<file path="src/rtl/tty_mmio_pkg.sv">
package tty_mmio_pkg;

   typedef enum logic [2:0] {
      SEL_NONE,
      SEL_PUTC,
      SEL_LEVEL,
      SEL_CMD,
      SEL_PTR_LO,
      SEL_LEN,
      SEL_PTR_HI,
      SEL_VER
   } reg_sel_e;

   localparam logic [31:0] CMD_IRQ_OFF = 32'd0;
   localparam logic [31:0] CMD_IRQ_ON  = 32'd1;
   localparam logic [31:0] CMD_SEND    = 32'd2;
   localparam logic [31:0] CMD_FETCH   = 32'd3;

endpackage

</file>
<file path="src/rtl/tty_mmio_decode.sv">
module tty_mmio_decode
   import tty_mmio_pkg::*;
#(
   parameter int ADDR_W = 6
) (
   input  logic [ADDR_W-1:0] addr,
   output reg_sel_e          sel
);
   localparam logic [ADDR_W-1:0] WINDOW = ADDR_W'(36);

   always_comb begin
      sel = SEL_NONE;
      if (addr[1:0] == 2'b00 && addr < WINDOW) begin
         case (addr[5:2])
            4'd0:    sel = SEL_PUTC;
            4'd1:    sel = SEL_LEVEL;
            4'd2:    sel = SEL_CMD;
            4'd4:    sel = SEL_PTR_LO;
            4'd5:    sel = SEL_LEN;
            4'd6:    sel = SEL_PTR_HI;
            4'd8:    sel = SEL_VER;
            default: sel = SEL_NONE;
         endcase
      end
   end
endmodule

</file>
<file path="src/rtl/tty_ptr_len_regs.sv">
module tty_ptr_len_regs
   import tty_mmio_pkg::*;
#(
   parameter int DATA_W = 32,
   parameter int PTR_W  = 64
) (
   input  logic              clk,
   input  logic              rst_n,
   input  logic              wr_en,
   input  reg_sel_e          sel,
   input  logic [DATA_W-1:0] wdata,
   output logic [PTR_W-1:0]  ptr,
   output logic [DATA_W-1:0] len
);
   localparam int HI_W = PTR_W - DATA_W;

   always_ff @(posedge clk) begin
      if (!rst_n) begin
         ptr <= '0;
         len <= '0;
      end else if (wr_en) begin
         case (sel)
            SEL_PTR_LO: ptr <= {{HI_W{1'b0}}, wdata};
            SEL_PTR_HI: ptr <= {wdata[HI_W-1:0], ptr[DATA_W-1:0]};
            SEL_LEN:    len <= wdata;
            default:    ;
         endcase
      end
   end

   AST_LO_CLEARS_HI: assert property (@(posedge clk) disable iff (!rst_n)
      (wr_en && sel == SEL_PTR_LO) |=> (ptr[PTR_W-1:DATA_W] == '0));
   AST_HI_KEEPS_LO: assert property (@(posedge clk) disable iff (!rst_n)
      (wr_en && sel == SEL_PTR_HI) |=> (ptr[DATA_W-1:0] == $past(ptr[DATA_W-1:0])));
endmodule

</file>
<file path="src/rtl/tty_cmd_irq.sv">
module tty_cmd_irq
   import tty_mmio_pkg::*;
#(
   parameter int DATA_W = 32,
   parameter int LVL_W  = 5
) (
   input  logic              clk,
   input  logic              rst_n,
   input  logic              cmd_we,
   input  logic [DATA_W-1:0] cmd,
   input  logic [LVL_W-1:0]  rx_level,
   input  logic              xfer_done,
   output logic              irq,
   output logic              send_start,
   output logic              fetch_start,
   output logic              busy
);
   logic irq_en_q, irq_en_nx, accept;

   assign accept = cmd_we && !busy;

   always_comb begin
      irq_en_nx = irq_en_q;
      if (accept && cmd == CMD_IRQ_ON)  irq_en_nx = 1'b1;
      if (accept && cmd == CMD_IRQ_OFF) irq_en_nx = 1'b0;
   end

   always_ff @(posedge clk) begin
      if (!rst_n) begin
         irq_en_q    <= 1'b0;
         irq         <= 1'b0;
         send_start  <= 1'b0;
         fetch_start <= 1'b0;
         busy        <= 1'b0;
      end else begin
         irq_en_q    <= irq_en_nx;
         irq         <= irq_en_nx && (rx_level != '0);
         send_start  <= accept && cmd == CMD_SEND;
         fetch_start <= accept && cmd == CMD_FETCH;
         if (accept && (cmd == CMD_SEND || cmd == CMD_FETCH)) busy <= 1'b1;
         else if (xfer_done)                                    busy <= 1'b0;
      end
   end

   AST_ONE_START: assert property (@(posedge clk) disable iff (!rst_n)
      $onehot0({send_start, fetch_start}));
   AST_START_SETS_BUSY: assert property (@(posedge clk) disable iff (!rst_n)
      (send_start || fetch_start) |-> busy);
   AST_NO_START_WHILE_BUSY: assert property (@(posedge clk) disable iff (!rst_n)
      (send_start || fetch_start) |-> !$past(busy));
   AST_IRQ_NEEDS_EN: assert property (@(posedge clk) disable iff (!rst_n)
      irq |-> irq_en_q);
endmodule

</file>
<file path="src/rtl/tty_mmio_front.sv">
module tty_mmio_front
   import tty_mmio_pkg::*;
#(
   parameter int          ADDR_W     = 6,
   parameter int          FIFO_DEPTH = 16,
   parameter logic [31:0] VERSION    = 32'd1,
   parameter bit          READ_PIPE  = 1'b1,
   parameter int          PTR_W      = 64,
   parameter int          LEN_W      = 32,
   localparam int         DATA_W     = 32,
   localparam int         LVL_W      = $clog2(FIFO_DEPTH + 1)
) (
   input  logic              clk,
   input  logic              rst_n,
   input  logic              acc_valid,
   input  logic              acc_write,
   input  logic [ADDR_W-1:0] acc_addr,
   input  logic [DATA_W-1:0] acc_wdata,
   output logic [DATA_W-1:0] acc_rdata,
   output logic              tx_valid,
   output logic [7:0]        tx_byte,
   input  logic [LVL_W-1:0]  rx_level,
   output logic              irq,
   output logic              send_start,
   output logic              fetch_start,
   output logic [PTR_W-1:0]  xfer_ptr,
   output logic [LEN_W-1:0]  xfer_len,
   output logic              xfer_busy,
   input  logic              xfer_done
);
   generate
      if (ADDR_W < 6)           begin : g_bad_addr  $error("ADDR_W must be at least 6"); end
      if (FIFO_DEPTH < 1)       begin : g_bad_depth $error("FIFO_DEPTH must be positive"); end
      if (PTR_W != 2 * DATA_W)  begin : g_bad_ptr   $error("PTR_W must be twice the word"); end
      if (LEN_W != DATA_W)      begin : g_bad_len   $error("LEN_W must equal the word"); end
      if (LVL_W > DATA_W)       begin : g_bad_lvl   $error("FIFO level too wide"); end
   endgenerate

   reg_sel_e          sel;
   logic              wr_en, rd_en;
   logic [DATA_W-1:0] rd_mux;

   assign wr_en = acc_valid && acc_write;
   assign rd_en = acc_valid && !acc_write;

   tty_mmio_decode #(.ADDR_W(ADDR_W)) u_decode (
      .addr (acc_addr),
      .sel  (sel)
   );

   tty_ptr_len_regs #(.DATA_W(DATA_W), .PTR_W(PTR_W)) u_regs (
      .clk   (clk),
      .rst_n (rst_n),
      .wr_en (wr_en),
      .sel   (sel),
      .wdata (acc_wdata),
      .ptr   (xfer_ptr),
      .len   (xfer_len)
   );

   tty_cmd_irq #(.DATA_W(DATA_W), .LVL_W(LVL_W)) u_cmd (
      .clk         (clk),
      .rst_n       (rst_n),
      .cmd_we      (wr_en && sel == SEL_CMD),
      .cmd         (acc_wdata),
      .rx_level    (rx_level),
      .xfer_done   (xfer_done),
      .irq         (irq),
      .send_start  (send_start),
      .fetch_start (fetch_start),
      .busy        (xfer_busy)
   );

   always_comb begin
      case (sel)
         SEL_LEVEL: rd_mux = DATA_W'(rx_level);
         SEL_VER:   rd_mux = VERSION;
         default:   rd_mux = '0;
      endcase
   end

   generate
      if (READ_PIPE) begin : g_rd_reg
         always_ff @(posedge clk) begin
            if (!rst_n)     acc_rdata <= '0;
            else if (rd_en) acc_rdata <= rd_mux;
         end
      end else begin : g_rd_comb
         assign acc_rdata = rd_en ? rd_mux : '0;
      end
   endgenerate

   always_ff @(posedge clk) begin
      if (!rst_n) begin
         tx_valid <= 1'b0;
         tx_byte  <= '0;
      end else begin
         tx_valid <= wr_en && sel == SEL_PUTC;
         if (wr_en && sel == SEL_PUTC) tx_byte <= acc_wdata[7:0];
      end
   end

   AST_TX_BYTE: assert property (@(posedge clk) disable iff (!rst_n)
      tx_valid |-> (tx_byte == $past(acc_wdata[7:0])));
   AST_TX_FROM_WRITE: assert property (@(posedge clk) disable iff (!rst_n)
      tx_valid |-> $past(acc_valid && acc_write));
endmodule

</file>
<file path="config.mk">
export PLATFORM = sky130hd
export DESIGN_NAME = tty_mmio_front
export DESIGN_NICKNAME = d
export VERILOG_FILES = /design/src/rtl/tty_mmio_pkg.sv /design/src/rtl/tty_mmio_decode.sv /design/src/rtl/tty_ptr_len_regs.sv /design/src/rtl/tty_cmd_irq.sv /design/src/rtl/tty_mmio_front.sv
export SDC_FILE = /design/constraint.sdc
export NUM_CORES = 1
export LEC_CHECK = 0
export BUFFER_PORTS_ARGS = -buffer_cell sky130_fd_sc_hd__buf_2
export CAP_MARGIN = 20
export CORE_ASPECT_RATIO = 1.75
export CORE_MARGIN = 2
export CORE_UTILIZATION = 48
export DETAILED_ROUTE_END_ITERATION = 7
export PLACE_DENSITY = 0.76
export REMOVE_ABC_BUFFERS = 1
export SYNTH_ARGS = -nofsm -noshare
export SYNTH_HDL_FRONTEND = slang
export SYNTH_SLANG_ARGS = --single-unit
export TNS_END_PERCENT = 5
</file>
<file path="constraint.sdc">
create_clock -name clk -period 1.9 [get_ports clk]
set_clock_uncertainty 0.05 [all_clocks]
set_input_delay 0.19 -clock clk [delete_from_list [all_inputs] [get_ports clk]]
set_output_delay 0.19 -clock clk [all_outputs]
set_load 0.1 [all_outputs]
</file>
# Yosys cells after proc, flatten, opt, wreduce, memory -nomap -nowiden
# Cells that the tools add are included.
# W data, S select, Z words.
# totals
reg_bits	142
latch_bits	0
ramBits	0
mem_bits_ro	0
input_bits	48
out_inout_bits	141
word_cells	61
mem_count	0
# classes
add_sub_neg	0
n_mul	0
n_div	0
n_lt_le_gt_ge	1
n_eq_ne	16
n_shift	0
n_mux	8
bitwise_logic	1
n_reduce_logical	24
# ops
operator	n
$pmux W64 S2	1
$eq A32 B2 Y1 const B	2
$eq A32 B1 Y1 const B	1
$logic_not A32 Y1	1
$pmux W3 S7	1
$eq A3 B3 Y1 const B	4
$eq A4 B3 Y1 const B	3
$logic_and A1 B1 Y1	12
$pmux W5 S2	1
$eq A3 B2 Y1 const B	2
$lt A6 B6 Y1 const B	1
$reduce_bool A5 Y1	1
$eq A4 B1 Y1 const B	1
$eq A4 B2 Y1 const B	1
$eq A4 B4 Y1 const B	1
$logic_not A4 Y1	1
$mux W1	4
$reduce_and A2 Y1	2
$reduce_bool A2 Y1	2
$eq A3 B1 Y1 const B	1
$mux W3	1
$reduce_and A3 Y1	1
$logic_not A1 Y1	2
$logic_not A2 Y1	1
2 further kinds	2

# Depth between registers and ports, before layout
# Gate-level depths: netlist of the first run.
# depth
depth_word	10
mapped_depth	7
mapped_depth_nobuf	5

# Hierarchy
# Synthesis of the first run repeated with hierarchy kept, for this count alone.
# unflattened
hier_cells	526
area_unflattened_um2	4998.5
# modules_own_cells
mod	n_inst	cells_each	area_per_inst_um2	seq_area_each_um2
tty_ptr_len_regs	1	388	3806.2	1921.8
tty_mmio_front	1	93	800.8	280.3
tty_cmd_irq	1	32	290.3	100.1
tty_mmio_decode	1	13	101.3	0.0

# Worst setup path after synthesis of the first run
# No wires, ideal clock.
# synth_path
path_kind	register to register
from	register u_cmd.busy
to	register u_cmd.irq
setup_time_ps	121
t_arrival_ps	1605
t_required_ps	1729
slack_ps	124
stages_incl_launch_ff	6
n_path_buf	0
synth_period_minus_slack_ps	1776
path_cell_list	dfxtp_1 > nor2_1 > nand3_1 > nor4_1 > nand2_1 > mux2_4
# synth_between
elab_chain_cells	6
word_cells_on_any_way	7
cone_classes	mux (2); reduce/logical (5)
# synth_rtl
element	line_no	text
start: declaration	tty_cmd_irq.sv:16	output logic busy
start signal: assignment	tty_cmd_irq.sv:34	busy <= 1'b0;
start signal: assignment	tty_cmd_irq.sv:40	if (accept && (cmd == CMD_SEND || cmd == CMD_FETCH)) busy <= 1'b1;
start signal: assignment	tty_cmd_irq.sv:41	else if (xfer_done) busy <= 1'b0;
$logic_not A1 Y1 (*)	tty_cmd_irq.sv:20	assign accept = cmd_we && !busy;
$logic_and A1 B1 Y1 (*)	tty_cmd_irq.sv:20	
$logic_and A1 B1 Y1	tty_cmd_irq.sv:24	if (accept && cmd == CMD_IRQ_ON) irq_en_nx = 1'b1;
$mux W1	tty_cmd_irq.sv:24	
$mux W1 (*)	tty_cmd_irq.sv:25	if (accept && cmd == CMD_IRQ_OFF) irq_en_nx = 1'b0;
$logic_and A1 B1 Y1 (*)	tty_cmd_irq.sv:37	irq <= irq_en_nx && (rx_level != '0);
end signal: assignment	tty_cmd_irq.sv:37	
end: declaration	tty_cmd_irq.sv:13	output logic irq,
# Mark *: on every way between the ends. The rest lies on a longest branch, timed or not.
# A chain may end at the register's enable or synchronous reset.

# Worst setup path after layout of the first run
# layout_path
from	input port acc_wdata[8]
to	register u_cmd.irq
# layout_between
elab_chain_cells	5
word_cells_on_any_way	7
cone_classes	eq/ne (1); mux (2); reduce/logical (4)
# layout_rtl
element	line_no	text
start: declaration	tty_mmio_front.sv:18	input logic [DATA_W-1:0] acc_wdata,
$eq A32 B1 Y1	tty_cmd_irq.sv:24	
$logic_and A1 B1 Y1	tty_cmd_irq.sv:24	
$mux W1	tty_cmd_irq.sv:24	
$mux W1 (*)	tty_cmd_irq.sv:25	
$logic_and A1 B1 Y1 (*)	tty_cmd_irq.sv:37	
# Marked as above.

==> results of run 1 <==
what timing repair did:
| item | CTS | global route |
|---|---|---|
| setup endpoints to repair | 0 | 4 |
| hold buffers | 5 | 0 |
| endpoints found under the hold margin | 6 | 0 |
| resized for setup | 0 | 5 |
Yosys cell counts, drive strengths merged (2+ instances only):
library cell,number
a21boi,92
a21oi,5
a22o,6
a22oi,4
and2,2
and3,3
buf,50
clkbuf,17
dfxtp,115
mux2i,9
nand2,161
nand2b,3
nand3,29
nand4,2
nor2,6
nor2b,15
nor3,3
nor3b,5
nor4,9
nor4b,3
o31ai,2
final cells by class:
cell class | instances | area share
Multi-Input combinational cell | 393 | 0.354
Inverter | 1 | 0.000603
Tap cell | 125 | 0.0251
Clock buffer | 24 | 0.0774
Timing Repair Buffer | 186 | 0.164
Sequential cell | 115 | 0.370
Clock inverter | 6 | 0.00885
power by group:
group,switching [mW],internal [mW],leakage [nW]
Clock,1.02,1.87,0.269
Sequential,0.00246,2.42,0.926
Combinational,0.401,0.102,1.46
Total,1.42,4.39,2.66
layer usage:
layer / GRT usage / wire [µm]
met1: 0.264 / 5200
met2: 0.440 / 7130
met3: 0.0627 / 624
met4: 0.150 / 512
met5: 0 / 0
stage by stage:
stage	area, µm²	setup WS (ns)	hold WS [ns]	setup TNS (ns)
3_5_place_dp	5600	-0.120	0.394	-0.255
6_report	6220	0.0378	0.0121	0
5_1_grt	6220	-0.00119	0.0149	-0.00119
4_1_cts	6190	0.00998	0.000708	0
3_3_place_gp	5600	-0.0773	0.388	-0.104
2_1_floorplan	4470	-0.0503	0.216	-1.60
sequential cells by signal, indices dropped and copies added (netlist names):
name               cells
u_cmd.irq              1
u_cmd.irq_en_q         1
tx_byte                8
u_regs.ptr            64
u_regs.len            32
u_cmd.fetch_start      1
u_cmd.send_start       1
tx_valid               1
u_cmd.busy             1
acc_rdata              5
worst paths after layout:
| kind | startpoint | to | slack [ns] | cells after the start |
|---|---|---|---|---|
| hold / removal | acc_wdata[19] | u_regs.ptr[51] | 0.01 | 2 |
| setup / recovery | acc_wdata[8] | u_cmd.irq | 0.04 | 7 |
| setup reg to reg | u_cmd.busy | u_cmd.irq | 0.37 | 5 |
| hold reg to reg | u_regs.len[8] | u_regs.len[8] | 0.40 | 2 |
cell families (layout without fill, tap and decap cells):
kind of cell / after synthesis / after routing / synth area share
and+or+nand+nor: 245 / 245 / 0.236
DFF: 115 / 115 / 0.483
AOI/OAI and AO/OA: 111 / 111 / 0.174
buffers and inverters: 68 / 217 / 0.0835
muxes: 10 / 10 / 0.0221
other: 1 / 27 / 0.000787
worst register-to-register path: cells and delay by family, from the launching register on:
family / cells / cell delay (ns)
muxes: 1 / 0.32
DFF: 1 / 0.35
and+or+nand+nor: 4 / 0.69
cell usage in the layout (no fill, tap or decap), types with 2 or more instances in the layout:
cell type,instances
a22oi_1,4
and2_1,2
nand2_1,160
clkbuf_16,17
a21boi_1,11
nor2_1,6
nor3b_1,3
clkbuf_8,3
nand4_1,2
nor4_2,2
dlygate4sd3_1,5
conb_1,27
o31ai_1,2
clkbuf_1,4
mux2i_1,9
nor2b_1,15
nor3b_2,2
dfxtp_1,115
a22o_1,6
nand2b_1,3
nand3_1,29
a21oi_1,5
a21boi_0,81
buf_4,20
buf_2,160
clkinv_2,5
nor3_1,3
and3_1,3
nor4_1,6
==> results.cfg, run 1 <==
[run_status]
status = finished, final reports clean

[cells_and_area]
syn_to_final_growth_pct = 30.6
drive_gt1_frac = 0.299
finalNetCount = 762
multiInputGateArea_um2 = 2200
fillCellCount = 839
finalNonFillerCells = 850
diodes = 0
ff_latch_area_um2 = 2300
utilization = 0.635

[global_routing]
grt_max_degree = 57
grtUsageTotal = 0.250
grt_first_pass_wirelength_mm = 20.5
grt_overflow = 0
antenna_found_initial = 0
grt_pass1_vias = 4126

[placement]
place.gp.congestion = 0.884
numPortBuffers = 161
place_inst = 815
dp_hpwl_mm = 9.43

[sta]
setup_violations = 0
tightest_slew_ns = 0.686
period_minus_slack_ns = 1.86
fin_crit_sh = 0.980
slew_viol_final = 0
hold_viol_final = 0
fmax_mhz = 537
maxSlewHeadroom = 0.542

[yosys]
synth_cell_types = 37
synth_area_leaders = dfxtp_1 48%, a21boi_0 13%, nand2_1 13%, buf_4 4.7%, nand3_1 3.0%
yosysTopAreaCellShare = 0.483
synth-edff-count = 0
yosysWarnings = 0
yosys_most_used_dff = dfxtp_1
ys_ff_latch = 115
avgSynthCellArea_um2 = 8.66
async_flop_share = 0
synth_seq_area_share = 0.483
syn_inst = 550
yosysTopAreaCell = dfxtp_1
synthesis.area_um2 = 4760

[setup_path]
crit_path_end_kind = flip-flop
crit_slowest_cell = dlygate4sd3_1
cpPeakStageDelay_ns = 0.53
crit_path_max_fanout = 4
crit_buf_inv = 2
crit_arrival_ns = 2.10
cp-start-kind = input pin
crit_family = simple AND/OR/NAND/NOR gates
critical_path_class = in2reg
cp.required_ns = 2.14
crit_chain = dlygate4sd3_1 -> buf_2 -> nor2_1 -> nand3_1 -> nor4_2 -> nand2_1 -> mux2_4

[clocking]
ctsHtreeMaxLevel = 4
clkLatencyLatePin_ns = 0.40
cts_made_buffers = 17
cts_root_buffer = clkbuf_16
cts_setup_buffers = 0
cts.sinks = 115
cts_tree = built
clkTransAtPathRegs_ns = 0.05
clock_path_buffers = 2

[floorplanning]
core.rowCount = 48
die_y_um = 136
coreArea_um2 = 9790
ios = 189
die_width_um = 79.3
initial_utilization = 0.487
die-area_um2 = 10800

[power_and_ir_drop]
total_power_mw = 5.82
p_leak_nw = 2.66
vdd_drop_max_uv = 811
power_density_nw_per_um2 = 935

[drt]
wirelength_mm = 13.5
viasPerCell = 5.17
drt_iter0_markers = 204
dr.pass1.iters = 4
wire_per_inst_um = 15.8
vias = 4393
route.detailed.drc = 0
ant_nets = 0

[run]
cap_violations = 0

[min_path]
min_path_type = in2reg
Power figures use the tool's default switching activity.
==> inputs of run 2 (changes only) <==
- CORE_UTILIZATION: 48 -> 44
- PLACE_DENSITY: 0.76 -> 0.73
- clock period: 1.9 -> 1.7 ns (I/O delays scaled with it)
==> results.cfg, run 2 (same netlist as run 1, synthesis figures left out) <==
[drt]
route.detailed.drc = 0
wl_met1_mm = 5.40
viasPerCell = 5.18
top_layer = met4
ant_nets = 0
vias = 4666
drt_iter0_markers = 207
wire_per_inst_um = 16.4
dr.pass1.iters = 4
wl_met2_mm = 7.80
met3_length_um = 807
wirelength_mm = 14.7

[cells_and_area]
final_common_cell = buf_2
multiInputGateArea_um2 = 2180
largest_reg_flops = 64
top_register = u_regs.ptr
ff_latch_area_um2 = 2300
top_regs = u_regs.ptr x64, u_regs.len x32, tx_byte x8
drive_gt1_frac = 0.314
finalNetCount = 805
layout_common_cells = 161 x buf_2, 160 x nand2_1, 115 x dfxtp_1
fillCellCount = 900
diodes = 0
syn_to_final_growth_pct = 41.3
finalNonFillerCells = 900

[global_routing]
grt_first_pass_wirelength_mm = 22.2
grt_max_degree = 39
antenna_found_initial = 0
grtUsageTotal = 0.253
grt_overflow = 0
grt_pass1_vias = 4579

[clocking]
cts.sinks = 115
cts_root_buffer = clkbuf_16
clkTransAtPathRegs_ns = 0.05
cts_made_buffers = 17
ctsHtreeMaxLevel = 4
cts_setup_buffers = 0
clkLatencyLatePin_ns = 0.40
cts_tree = built
clock_path_buffers = 2

[setup_path]
cp-start-kind = input pin
crit_path_end_kind = flip-flop
crit_slowest_cell = dlygate4sd3_1
cpPeakStageDelay_ns = 0.53
crit_buf_inv = 2
cp.required_ns = 1.97
crit_chain = dlygate4sd3_1 -> buf_2 -> nor4_1 -> nand4_1 -> nor3_1 -> nand2_1 -> nor3b_1
crit_family = simple AND/OR/NAND/NOR gates
crit_arrival_ns = 1.92
crit_path_max_fanout = 5
critical_path_class = in2reg
r2r_start = u_cmd.busy
cp-startpoint = acc_wdata[12]

[sta]
period_minus_slack_ns = 1.65
tightest_slew_ns = 0.549
fin_ws_ns = 0.0539
fmax_mhz = 608
rsz0062_at_grt = false
setup_violations = 0
slew_viol_final = 0
fin_crit_sh = 0.968
hold_viol_final = 0
maxSlewHeadroom = 0.630

[floorplanning]
die_y_um = 142
initial_utilization = 0.448
die_width_um = 82.7
ios = 189
core.rowCount = 50
die-area_um2 = 11700
coreArea_um2 = 10600

[min_path]
min_path_type = in2reg
hp-start = rx_level[3]

[power_and_ir_drop]
p_sw_mw = 1.74
p_seq_frac = 0.384
internal_power_mw = 5.30
clockPowerShare = 0.524
power_density_nw_per_um2 = 1050
power.share.combinational = 0.092
switching_share = 0.248
vdd_drop_max_uv = 828
p_leak_nw = 2.89

[run_status]
status = finished, final reports clean

[placement]
place.gp.congestion = 0.855
numPortBuffers = 161
place_inst = 840
pre_cts_slack_ns = -0.320
dp_hpwl_mm = 10.0

[run]
cap_violations = 0
==> run 2: changes by cell type in the layout (fill, tap and decap cells not counted), moves of 2 or more <==
cell           change
clkinvlp_4         +3
clkbuf_1           -4
clkinv_2           -2
clkinv_4           +2
buf_4             +14
bufinv_16          +2
buf_12             +5
dlygate4sd3_1     +23
==> run 2: path summary, 6_finish.rpt <==
kind | to | slack, ns | depth (start not counted)
setup / recovery | u_cmd.send_start | 0.05 | 7
hold / removal | acc_rdata[3] | 0.01 | 3
setup reg to reg | u_cmd.irq | 0.32 | 5
hold reg to reg | u_regs.ptr[8] | 0.40 | 2
==> run 2: final cells by class <==
cell class / count / area share
clock buffer: 20 / 0.0693
clock inverter: 12 / 0.0229
inverter: 1 / 0.000558
multi-input combinational: 393 / 0.324
sequential: 115 / 0.342
tap: 130 / 0.0242
timing repair buffer: 229 / 0.217
==> run 2: metal layers <==
layer	global-route usage	up-vias
li1	-	2200
met1	0.258	2210
met2	0.455	205
met3	0.0566	51
met4	0.145	0
met5	0	-
==> run 2: metrics by stage <==
step           utilization  TNS (ns)  cell area (µm²)  hold slack [ns]  power (mW)
2_1_floorplan            -    -14.16             4470            0.196        3.14
3_3_place_gp         0.548     -1.39             5820            0.389        3.34
3_5_place_dp         0.548     -1.53             5820            0.398        3.35
5_1_grt              0.633         0             6730          0.00373        7.24
6_report             0.633         0             6730           0.0109        7.04
4_1_cts              0.632         0             6720         0.000567        7.07
==> run 2: power groups by stage <==
stage          logic [mW]  clock network, mW  registers, mW
5_1_grt             0.673               3.87           2.70
3_5_place_dp        0.585                  0           2.76
6_report            0.645               3.69           2.71
4_1_cts             0.637               3.73           2.71
3_3_place_gp        0.579                  0           2.76
2_1_floorplan       0.333                  0           2.80
==> run 2: worst register-to-register path, delay by kind of cell, from the launching register on <==
family / cells / cell delay [ns]
flops: 1 / 0.34
mux: 1 / 0.30
simple gates: 4 / 0.57
==> run 2: what timing repair did <==
| action | 4_1_cts | 5_1_grt |
|---|---|---|
| gates resized for setup | 0 | 2 |
| endpoints found under the hold margin | 39 | 0 |
| hold buffers | 28 | 0 |
| endpoints found under the setup margin | 0 | 2 |
